**src/rtl/nor_cmd_seq.sv**
```systemverilog
module nor_cmd_seq #(
  parameter int AW   = 24,
  parameter int MAXW = 32
) (
  input  logic          clk,
  input  logic          rst_n,
  input  logic          op_valid,
  input  logic [2:0]    op_code,
  input  logic [AW-1:0] op_addr,
  input  logic [15:0]   op_data,
  input  logic [5:0]    op_count,
  output logic          op_ready,
  input  logic          wd_valid,
  input  logic [15:0]   wd_data,
  output logic          wd_ready,
  output logic          bus_req,
  output logic [AW-1:0] bus_addr,
  output logic [15:0]   bus_data,
  input  logic          bus_ack,
  output logic          done,
  output logic          err
);
  localparam logic [2:0] C_RDM = 3'd0, C_RST = 3'd1, C_ID = 3'd2, C_PGM = 3'd3,
                         C_BER = 3'd4, C_CER = 3'd5, C_BUF = 3'd6;
  localparam logic [AW-1:0] A_U1 = AW'(12'h555);
  localparam logic [AW-1:0] A_U2 = AW'(12'h2AA);

  logic          busy;
  logic [2:0]    op_q;
  logic [2:0]    step;
  logic [AW-1:0] addr_q;
  logic [15:0]   data_q;
  logic [5:0]    cnt_q;
  logic [5:0]    widx;
  logic          last, stream, xfer, bad;

  assign op_ready = !busy;
  assign bad      = (op_code == 3'd7) ||
                    (op_code == C_BUF && (op_count == 6'd0 || 32'(op_count) > MAXW));
  assign bus_req  = busy && (!stream || wd_valid);
  assign xfer     = bus_req && bus_ack;
  assign wd_ready = xfer && stream;

  always_comb begin
    bus_addr = '0;
    bus_data = 16'h0000;
    last     = 1'b0;
    stream   = 1'b0;
    if (op_q == C_RDM) begin
      bus_data = 16'h00F0;
      last     = 1'b1;
    end else if (step == 3'd0 || ((op_q == C_BER || op_q == C_CER) && step == 3'd3)) begin
      bus_addr = A_U1;
      bus_data = 16'h00AA;
    end else if (step == 3'd1 || ((op_q == C_BER || op_q == C_CER) && step == 3'd4)) begin
      bus_addr = A_U2;
      bus_data = 16'h0055;
    end else begin
      case (op_q)
        C_RST: begin bus_data = 16'h00F0; last = 1'b1; end
        C_ID:  begin bus_addr = A_U1; bus_data = 16'h0090; last = 1'b1; end
        C_PGM:
          if (step == 3'd2) begin bus_addr = A_U1; bus_data = 16'h00A0; end
          else begin bus_addr = addr_q; bus_data = data_q; last = 1'b1; end
        C_BER, C_CER:
          if (step == 3'd2) begin bus_addr = A_U1; bus_data = 16'h0080; end
          else if (op_q == C_BER) begin bus_addr = addr_q; bus_data = 16'h0030; last = 1'b1; end
          else begin bus_addr = A_U1; bus_data = 16'h0010; last = 1'b1; end
        default:
          case (step)
            3'd2: begin bus_addr = addr_q; bus_data = 16'h0025; end
            3'd3: begin bus_addr = addr_q; bus_data = 16'(cnt_q - 6'd1); end
            3'd4: begin bus_addr = addr_q + AW'(widx); bus_data = wd_data; stream = 1'b1; end
            default: begin
              bus_addr = addr_q + AW'(cnt_q - 6'd1);
              bus_data = 16'h0029;
              last     = 1'b1;
            end
          endcase
      endcase
    end
  end

  always_ff @(posedge clk or negedge rst_n) begin
    if (!rst_n) begin
      busy <= 1'b0; op_q <= C_RDM; step <= '0; addr_q <= '0; data_q <= '0;
      cnt_q <= '0; widx <= '0; done <= 1'b0; err <= 1'b0;
    end else begin
      done <= 1'b0;
      err  <= 1'b0;
      if (!busy) begin
        if (op_valid) begin
          if (bad) err <= 1'b1;
          else begin
            busy   <= 1'b1;
            op_q   <= op_code;
            addr_q <= op_addr;
            data_q <= op_data;
            cnt_q  <= op_count;
            step   <= '0;
            widx   <= '0;
          end
        end
      end else if (xfer) begin
        if (last) begin
          busy <= 1'b0;
          done <= 1'b1;
        end else if (stream) begin
          widx <= widx + 6'd1;
          if (widx == cnt_q - 6'd1) step <= step + 3'd1;
        end else begin
          step <= step + 3'd1;
        end
      end
    end
  end
endmodule

```
**config.mk**
```make
export PLATFORM = sky130hd
export DESIGN_NAME = nor_cmd_seq
export DESIGN_NICKNAME = d
export VERILOG_FILES = /design/src/rtl/nor_cmd_seq.sv
export SDC_FILE = /design/constraint.sdc
export NUM_CORES = 1
export LEC_CHECK = 0
export BUFFER_PORTS_ARGS = -buffer_cell sky130_fd_sc_hd__buf_2
export CORE_ASPECT_RATIO = 1.75
export CORE_MARGIN = 5
export CORE_UTILIZATION = 40
export DETAILED_ROUTE_END_ITERATION = 8
export HOLD_SLACK_MARGIN = 0.06
export PLACE_DENSITY_LB_ADDON = 0.2
export RECOVER_POWER = 100
export SLEW_MARGIN = 20
export SYNTH_ARGS = -nofsm -noshare
export SYNTH_HDL_FRONTEND = slang
export SYNTH_SLANG_ARGS = --single-unit
```
**constraint.sdc**
```tcl
create_clock -name clk -period 4.5 [get_ports clk]
set_input_delay 0.45 -clock clk [delete_from_list [all_inputs] [get_ports clk]]
set_output_delay 0.45 -clock clk [all_outputs]
set_load 0.01 [all_outputs]
```
# [Yosys cells after proc, flatten, opt, wreduce, memory -nomap -nowiden]
# Index checks and enable logic that the tools add are counted.
[word_totals] reg_bits=61 output_inout_bits=45 elab_cells=114 inputBits=70
[classes] add_sub_neg=7 reduce_logical=27 n_bitwise=2 n_eq_ne=17 n_mux=51 n_lt_le_gt_ge=1
[op_table] operator="24-bit two-way mux" n=6
[op_table] operator="24-bit case mux with 4 select lines" n=1
[op_table] operator="16-bit two-way mux" n=4
[op_table] operator="16-bit case mux with 4 select lines" n=1
[op_table] operator="16-bit case mux with 3 select lines" n=1
[op_table] operator="24-bit case mux with 2 select lines" n=1
[op_table] operator="6-bit two-way mux" n=7
[op_table] operator="24-bit adder" n=1
[op_table] operator="24-bit by 6-bit adder with 24-bit output" n=1
[op_table] operator="1-bit two-way mux" n=21
[op_table] operator="3-bit two-way mux" n=7
[op_table] operator="3-bit == test, second input constant" n=5
[op_table] operator="6-bit by 1-bit subtractor with 7-bit output, second input constant" n=2
[op_table] operator="3-bit by 2-bit == test with 1-bit output, second input constant" n=4
[op_table] operator="5-bit AND reduction" n=2
[op_table] operator="8-bit two-way mux" n=1
[op_table] operator="6-bit by 1-bit adder with 6-bit output, second input constant" n=1
[op_table] operator="3-bit by 1-bit == test with 1-bit output, second input constant" n=2
[op_table] operator="6-bit == test" n=1
[op_table] operator="6-bit > comparator, second input constant" n=1
[op_table] operator="1-bit logical AND" n=6
[op_table] operator="3-bit zero test" n=2
[op_table] operator="6-bit zero test" n=1
[op_table] operator="1-bit logical OR" n=6
[op_table] operator="other kinds (13)" n=20

# [Longest topological paths before layout]
# Gate-level depths: netlist of the first run.
[logic_depth] word_depth=13 ltp_mapped=15 depth_no_buf=14

# [Worst setup path after synthesis of the first run]
# OpenSTA, ideal clock, no wires.
[synth_path] path_kind="register to output" from="register cnt_q[0]" to="output port bus_addr[19]" path_stages_with_launch=15 t_arrival_ps=3784 n_path_buf=2 required_ps=4050 slack_ps=266 cell_sequence="dfrtp_1 > inv_1 > ha_1 > or3b_1 > clkbuf_1 > or4_1 > inv_1 > ha_1 > clkbuf_1 > a21oi_1 > o21ai_0 > o311ai_0 > nand2_1 > o31a_1 > o31ai_1"
[synth_via] elab_chain_len=7
[synth_lines] element="start, declared" line_no="33" source="logic [5:0] cnt_q;"
[synth_lines] element="start signal, assigned" line_no="99" source="cnt_q <= op_count;"
[synth_lines] element="6-bit by 1-bit subtractor with 7-bit output" line_no="75" source="bus_addr = addr_q + AW'(cnt_q - 6'd1);"
[synth_lines] element="24-bit adder" line_no="75"
[synth_lines] element="24-bit case mux with 2 select lines" line_no="70" source="case (step)"
[synth_lines] element="24-bit case mux with 4 select lines" line_no="59" source="case (op_q)"
[synth_lines] element="24-bit two-way mux" line_no="55" source="end else if (step == 3'd1 || ((op_q == C_BER || op_q == C_CER) && step == 3'd4)) begin"
[synth_lines] element="24-bit two-way mux" line_no="52" source="end else if (step == 3'd0 || ((op_q == C_BER || op_q == C_CER) && step == 3'd3)) begin"
[synth_lines] element="24-bit two-way mux" line_no="49" source="if (op_q == C_RDM) begin"
[synth_lines] element="end, declared" line_no="17" source="output logic [AW-1:0] bus_addr,"
# No other way between the ends.

# [Worst setup path in the final report of the first run]
# Ends and elaborated chain as after synthesis.

==> results of run 1 <==
-- worst max-delay path: stages, from the launching register on --
cell,delay [ns]
dfrtp_2,0.44
inv_1,0.08
ha_1,0.17
or3b_1,0.37
or4_4,0.47
inv_4,0.10
buf_12,0.14
ha_1,0.31
a21oi_2,0.22
o21ai_1,0.15
o311ai_2,0.33
nand2_1,0.11
o31a_1,0.25
o31ai_1,0.22
buf_2,0.18
-- layout by cell type (no fill, tap or decap), types with 11 or more instances in the layout --
master,count
buf_2,85
a21oi_1,62
nand2_1,61
dfrtp_1,60
nor2_1,53
mux2_2,45
o21ai_0,43
clkbuf_1,30
ha_1,26
nand3_1,19
buf_4,16
inv_1,15
or3_1,11
-- cell type report --
cell class              instances  area, sq um  area share [%]
inverters                      16         62.6           0.960
flip-flops and latches         61         1530            23.4
clock inverters                 7         75.1            1.15
repair buffers                137          729            11.2
multi-input cells             523         3680            56.5
well taps                     171          214            3.28
clock buffers                   9          225            3.45
-- sequential cells by signal, indices dropped and copies added (netlist names) --
| register | count |
|---|---|
| data_q | 16 |
| addr_q | 24 |
| err | 1 |
| op_q | 3 |
| busy | 1 |
| done | 1 |
| step | 3 |
| widx | 6 |
| cnt_q | 6 |
-- logic make-up after synthesis --
| group | after synthesis |
|---|---|
| buf+inv | 48 |
| flops | 61 |
| simple gates | 210 |
| xor+xnor | 16 |
| compound gates | 214 |
| mux | 49 |
| fa+ha+maj | 34 |
-- synthesized netlist by cell type, types with 8 or more instances --
| cell | number | area [sq um] |
|---|---|---|
| or3_1 | 12 | 75.1 |
| a21o_1 | 10 | 75.1 |
| a211oi_1 | 10 | 75.1 |
| buf_2 | 15 | 75.1 |
| nor2_1 | 53 | 199 |
| nand2_1 | 62 | 233 |
| a21oi_1 | 67 | 335 |
| clkbuf_1 | 15 | 56.3 |
| nor3_1 | 9 | 45.0 |
| mux2_2 | 45 | 507 |
| inv_1 | 16 | 60.1 |
| nand3_1 | 19 | 95.1 |
| o21a_1 | 9 | 67.6 |
| dfrtp_1 | 61 | 1530 |
| o21ai_0 | 46 | 230 |
| ha_1 | 32 | 400 |
| and2_1 | 8 | 50.1 |
| xnor2_1 | 8 | 70.1 |
-- final timing paths --
check | endpoint | slack (ns) | depth (start not counted)
min reg2reg | data_q[0] | 0.51 | 1
min | addr_q[1] | 0.33 | 3
max reg2reg | widx[5] | 1.34 | 9
max | bus_addr[19] | 0.17 | 14
min in group asynchronous | addr_q[12] | 0.59 | 1
max in group asynchronous | cnt_q[0] | 1.34 | 2
-- per-layer routing --
metal / wire length (um) / global-route usage, %
met5: 0 / 0
met4: 1370 / 15.6
met3: 686 / 3.51
met2: 10000 / 43.8
met1: 6800 / 23.6
-- timing repair --
| action | 4_1_cts | 5_1_grt |
|---|---|---|
| buffers inserted | 0 | 2 |
| gates resized for setup | 5 | 25 |
| setup endpoints to repair | 5 | 12 |
| pin swaps | 0 | 3 |
| hold endpoints to repair | 0 | 0 |
| gates cloned | 0 | 1 |
-- stage by stage --
stage | cells | worst slack, ns | total power [mW] | utilization (%) | TNS, ns
after global routing | 924 | -0.0340 | 6.08 | 50.1 | -0.107
final | 924 | 0.171 | 5.64 | 50.1 | 0
after CTS | 921 | 0.00283 | 5.53 | 49.7 | 0
after global placement | 905 | 0.381 | 4.72 | 47.3 | 0
after floorplan | 632 | 0.266 | 3.57 | - | 0
after detailed placement | 905 | 0.277 | 4.78 | 47.3 | 0
-- where the power goes --
group          switching [mW]  internal (mW)  leakage, nW  total (mW)
clock network           0.283          0.432        0.150       0.714
logic                    2.22           1.59         1.87        3.80
registers               0.314          0.805        0.738        1.12
==> flow_metrics.tcl, run 1 <==
set metrics [dict create \
    synth-compound-area-share_pct 26.3 \
    synth_edf_count 0 \
    ys.flop_type "dfrtp_1" \
    synth-xor-area-share_pct 2.89 \
    power_density_mw_per_mm2 865 \
    grt_setup_unrepaired "yes" \
    antenna_found_initial 0 \
    async_flop_share_pct 100 \
    ys_seq_elements 61 \
    ios 115 \
    slew_viol_final 75 \
    path_clk_slew_ns 0.06 \
    worstMarginPinSlew_ns 1.81 \
    hp-class "in2reg" \
    violations "capacitance limit, slew limit" \
    place_hpwl_um 14700 \
    wire_per_inst_um 20.4 \
    drt_wl_total_um 18900 \
    drcViolationCount 0 \
    via_per_inst 5.92 \
    p_leak_nw 2.76 \
    drt_iter0_drc 324 \
    synthSimpleGateAreaFrac_pct 20.1 \
    syn2layout_area_growth_pct 22.2 \
    nets 851 \
    core_area_sq_mm 0.0130 \
    cts_tree "yes" \
    fillers 1289 \
    fmax_ghz 0.231 \
    gp_congestion 0.958 \
    maxSlewHeadroom_pct -20.6 \
    fin_crit_sh_pct 96.2 \
    hold-worst-slack_ns 0.327 \
    synthCells 632 \
    hold_viol_final 0 \
    numPortBuffers 114 \
    synth_fa_ha_area_share_pct 8.07 \
    outcome "finished with violations" \
    crit_path_end_kind "primary output" \
    worstSetupStartpointType "flop" \
    finalSetupViolations 0 \
    final_cell_area_sq_mm 0.00652 \
    crit_start "cnt_q[0]" \
    arrival_ns 3.88 \
    synth_warnings 0 \
    cts.sinks 61 \
    die_area_sq_mm 0.0158 \
    synth_top_family_by_area "compound AO/OA/AOI/OAI gates" \
    cts_root_buffer "clkbuf_16" \
    synthMuxAreaShare_pct 10.3 \
    n_antenna_cell 0 \
    worst_ir_drop_vdd_uv 455 \
    vias 5468 \
    grt_pass1_vias 5707 \
    crit_fanout 9 \
    antenna_left 0 \
    grt_max_degree 60 \
    critPathKind "reg2out" \
    track_usage_pct 23.3 \
    cts_hold_buf 0 \
    layout_min_cycle_time_ns 4.33 \
    syn_area_per_cell_sq_um 8.44 \
    cts_max_path_buffers 2 \
    numCtsBuffers 9 \
    gr-total-overflow 0 \
    clk_latency_ns 0.34 \
    skew_ns 0.00836 \
    placed_cell_area_sq_mm 0.00615 \
    htree_levels 3 \
    start_util_pct 41.0 \
    ys_seq_area_share_pct 28.6 \
    dieWidth_um 97.3 \
    hp-start "op_addr[1]" \
    row_count 55 \
    maxCapViolations 3 \
    drt_pass1_iterations 5 \
    crit_required_ns 4.05 \
    rr_startpoint "op_q[1]" \
    drive_above_1_share_pct 26.7 \
    syn_nets 735 \
    netlist_area_sq_mm 0.00533 \
    grt_pass1_wl_um 29500 \
    fp.dieH_um 163 \
    synth_cell_type_count 78 \
]
(Power assumes the default switching activity.)
==> inputs of run 2 (changes only) <==
Settings changed: CORE_UTILIZATION 40 to 56.
==> run 2 against run 1 <==
The flow still finishes with violations (capacitance limit, slew limit). Clock skew down 0.0015 ns. Non-clock buffer count up 3. Clock power down 0.8%. Register-to-register slack worse by 0.89 ns. Largest cell class unchanged. Design area down 0.40%. Sequential share of layout area up 0.075 points. Wire length down 3.2%. Global-route usage up 7.7 points. Count of clock-buffer cells in the layout up 2.
==> flow_metrics.tcl, run 2 (synthesis results as in run 1) <==
set metrics [dict create \
    fp.dieH_um 139 \
    drcViolationCount 0 \
    cts_root_buffer "clkbuf_16" \
    finalSetupViolations 0 \
    fin_crit_sh_pct 98.6 \
    power.share.combinational_pct 67.4 \
    gp_congestion 0.987 \
    maxSlewHeadroom_pct -96.2 \
    cts.sinks 61 \
    power.total_mw 5.63 \
    place_hpwl_um 14000 \
    antenna_left 0 \
    vias 5620 \
    crit_required_ns 4.05 \
    row_count 47 \
    drt_wl_total_um 18300 \
    hp-class "in2reg" \
    slew_viol_final 60 \
    grt_pass1_vias 5817 \
    final_cell_area_sq_mm 0.00649 \
    drt_iter0_drc 328 \
    path_clk_slew_ns 0.06 \
    worstPathCellList "inv_1 > ha_1 > or3b_4 > or4_4 > clkinvlp_4 > buf_4 > ha_1 > nand2_1 > a21o_1 > a31o_4 > a211oi_1 > o21ai_0 > a32o_1 > buf_2" \
    largest-register "addr_q" \
    antenna_found_initial 0 \
    grt_pass1_wl_um 29100 \
    worstRegToRegCells 7 \
    top_regs "addr_q: 24 flops, data_q: 16 flops" \
    cp_slowest_cell "or4_4" \
    placed_cell_area_sq_mm 0.00609 \
    layout_min_cycle_time_ns 4.44 \
    r2r_slack_ns 0.45 \
    violations "capacitance limit, slew limit" \
    power_frac_clock_pct 12.6 \
    crit_end "bus_addr[16]" \
    cts_tree "yes" \
    r2r_end "step[2]" \
    track_usage_pct 31.1 \
    fmax_ghz 0.225 \
    grt_setup_unrepaired "yes" \
    ios 115 \
    syn2layout_area_growth_pct 21.8 \
    worst_ir_drop_vdd_uv 530 \
    cts_max_path_buffers 2 \
    numCtsBuffers 9 \
    crit_fanout 7 \
    hold-worst-slack_ns 0.341 \
    numPortBuffers 114 \
    core_area_sq_mm 0.00941 \
    sw_frac_of_total_pct 49.7 \
    crit_start "cnt_q[0]" \
    via_per_inst 6.39 \
    wire_per_inst_um 20.8 \
    crit_path_max_incr_delay_ns 0.49 \
    start_util_pct 56.7 \
    largest_reg_flops 24 \
    sequentialPowerShare_pct 20.0 \
    skew_ns 0.00689 \
    arrival_ns 3.99 \
    grt_max_degree 60 \
    final_cell_mix "buf_2 (85), a21oi_1 (64), dfrtp_1 (61), nand2_1 (60), nor2_1 (52)" \
    cpMostUsedCell "ha_1" \
    power_density_mw_per_mm2 867 \
    drive_above_1_share_pct 27.1 \
    crit_path_end_kind "primary output" \
    drt_pass1_iterations 7 \
    critPathKind "reg2out" \
    p_leak_nw 2.76 \
    switchingPower_mw 2.80 \
    worstMarginPinSlew_ns 2.94 \
    die_area_sq_mm 0.0117 \
    clk_latency_ns 0.33 \
    htree_levels 3 \
    dieWidth_um 83.8 \
    hold_viol_final 0 \
    worstSetupStartpointType "flop" \
    rr_startpoint "busy" \
    gr-total-overflow 0 \
    outcome "finished with violations" \
    nets 855 \
    final_common_cell "buf_2" \
    maxCapViolations 1 \
    intPower_mw 2.83 \
    n_antenna_cell 0 \
]
## run 2: cell types whose count changed in the layout (fill, tap and decap cells not counted), moves of 2 or more
cell,change
clkbuf_2,-2
o21ai_1,-2
clkinv_4,-3
a21oi_1,+2
ha_2,-2
o21a_1,-2
ha_1,+2
o21a_2,+2
clkbuf_1,+3
o21ai_0,+2
clkinvlp_4,+4
buf_4,+4
## run 2: metal layers
layer	up-vias	global-route usage [%]	share of wire, %
met1	2664	30.3	33
met2	259	58.2	55
li1	2612	-	-
met3	85	3.75	4.8
met5	-	0	0
met4	0	23.1	7.7
## run 2: worst min path at each step
stage / start / to / slack [ns] / cells after the start
global placement: rst_n / addr_q[14] / 0.28 / 1
detailed placement: rst_n / addr_q[14] / 0.30 / 1
CTS: op_addr[1] / addr_q[1] / 0.33 / 3
finish: op_addr[1] / addr_q[1] / 0.34 / 3
global route: op_addr[2] / addr_q[2] / 0.35 / 2
floorplan: rst_n / addr_q[0] / 0.15 / 0
## run 2: area by class of cell
type,instances,area (sq um)
timing repair inverter,1,7.51
inverter,16,63.8
sequential,61,1530
tap,122,153
clock buffer,11,243
multi-input combinational,523,3720
timing repair buffer,140,722
fill,828,2920
clock inverter,5,58.8
## run 2: stage by stage
step	setup TNS [ns]	cells	utilization (%)	worst slack (ns)
finish	0	879	69.0	0.0626
CTS	0	876	68.2	0.0177
global route	-0.133	879	69.0	-0.0463
detailed placement	0	857	64.7	0.145
global placement	0	857	64.7	0.218
floorplan	0	632	-	0.266
## run 2: what timing repair did
| item | 4_1_cts | 5_1_grt |
|---|---|---|
| endpoints found under the hold margin | 7 | 0 |
| buffers inserted | 1 | 3 |
| hold buffers | 1 | 0 |
| gates cloned | 1 | 0 |
| resized for setup | 2 | 27 |
| pin swaps | 0 | 4 |
| endpoints found under the setup margin | 11 | 12 |
## run 2: power groups by stage
stage | Sequential, mW | Clock [mW] | Combinational, mW
floorplan | 0.974 | 0 | 2.60
global placement | 1.11 | 0 | 3.52
detailed placement | 1.12 | 0 | 3.60
CTS | 1.11 | 0.714 | 3.65
global route | 1.15 | 0.739 | 4.13
finish | 1.13 | 0.708 | 3.79
## run 2: worst max-delay path, delay by kind of cell, from the launching register on
kind	cells	cell delay [ns]
buffers and inverters	4	0.56
flip-flops	1	0.40
AND/OR/NAND/NOR	3	0.99
adder cells (fa/ha/maj)	2	0.41
AO/OA/AOI/OAI	5	1.30
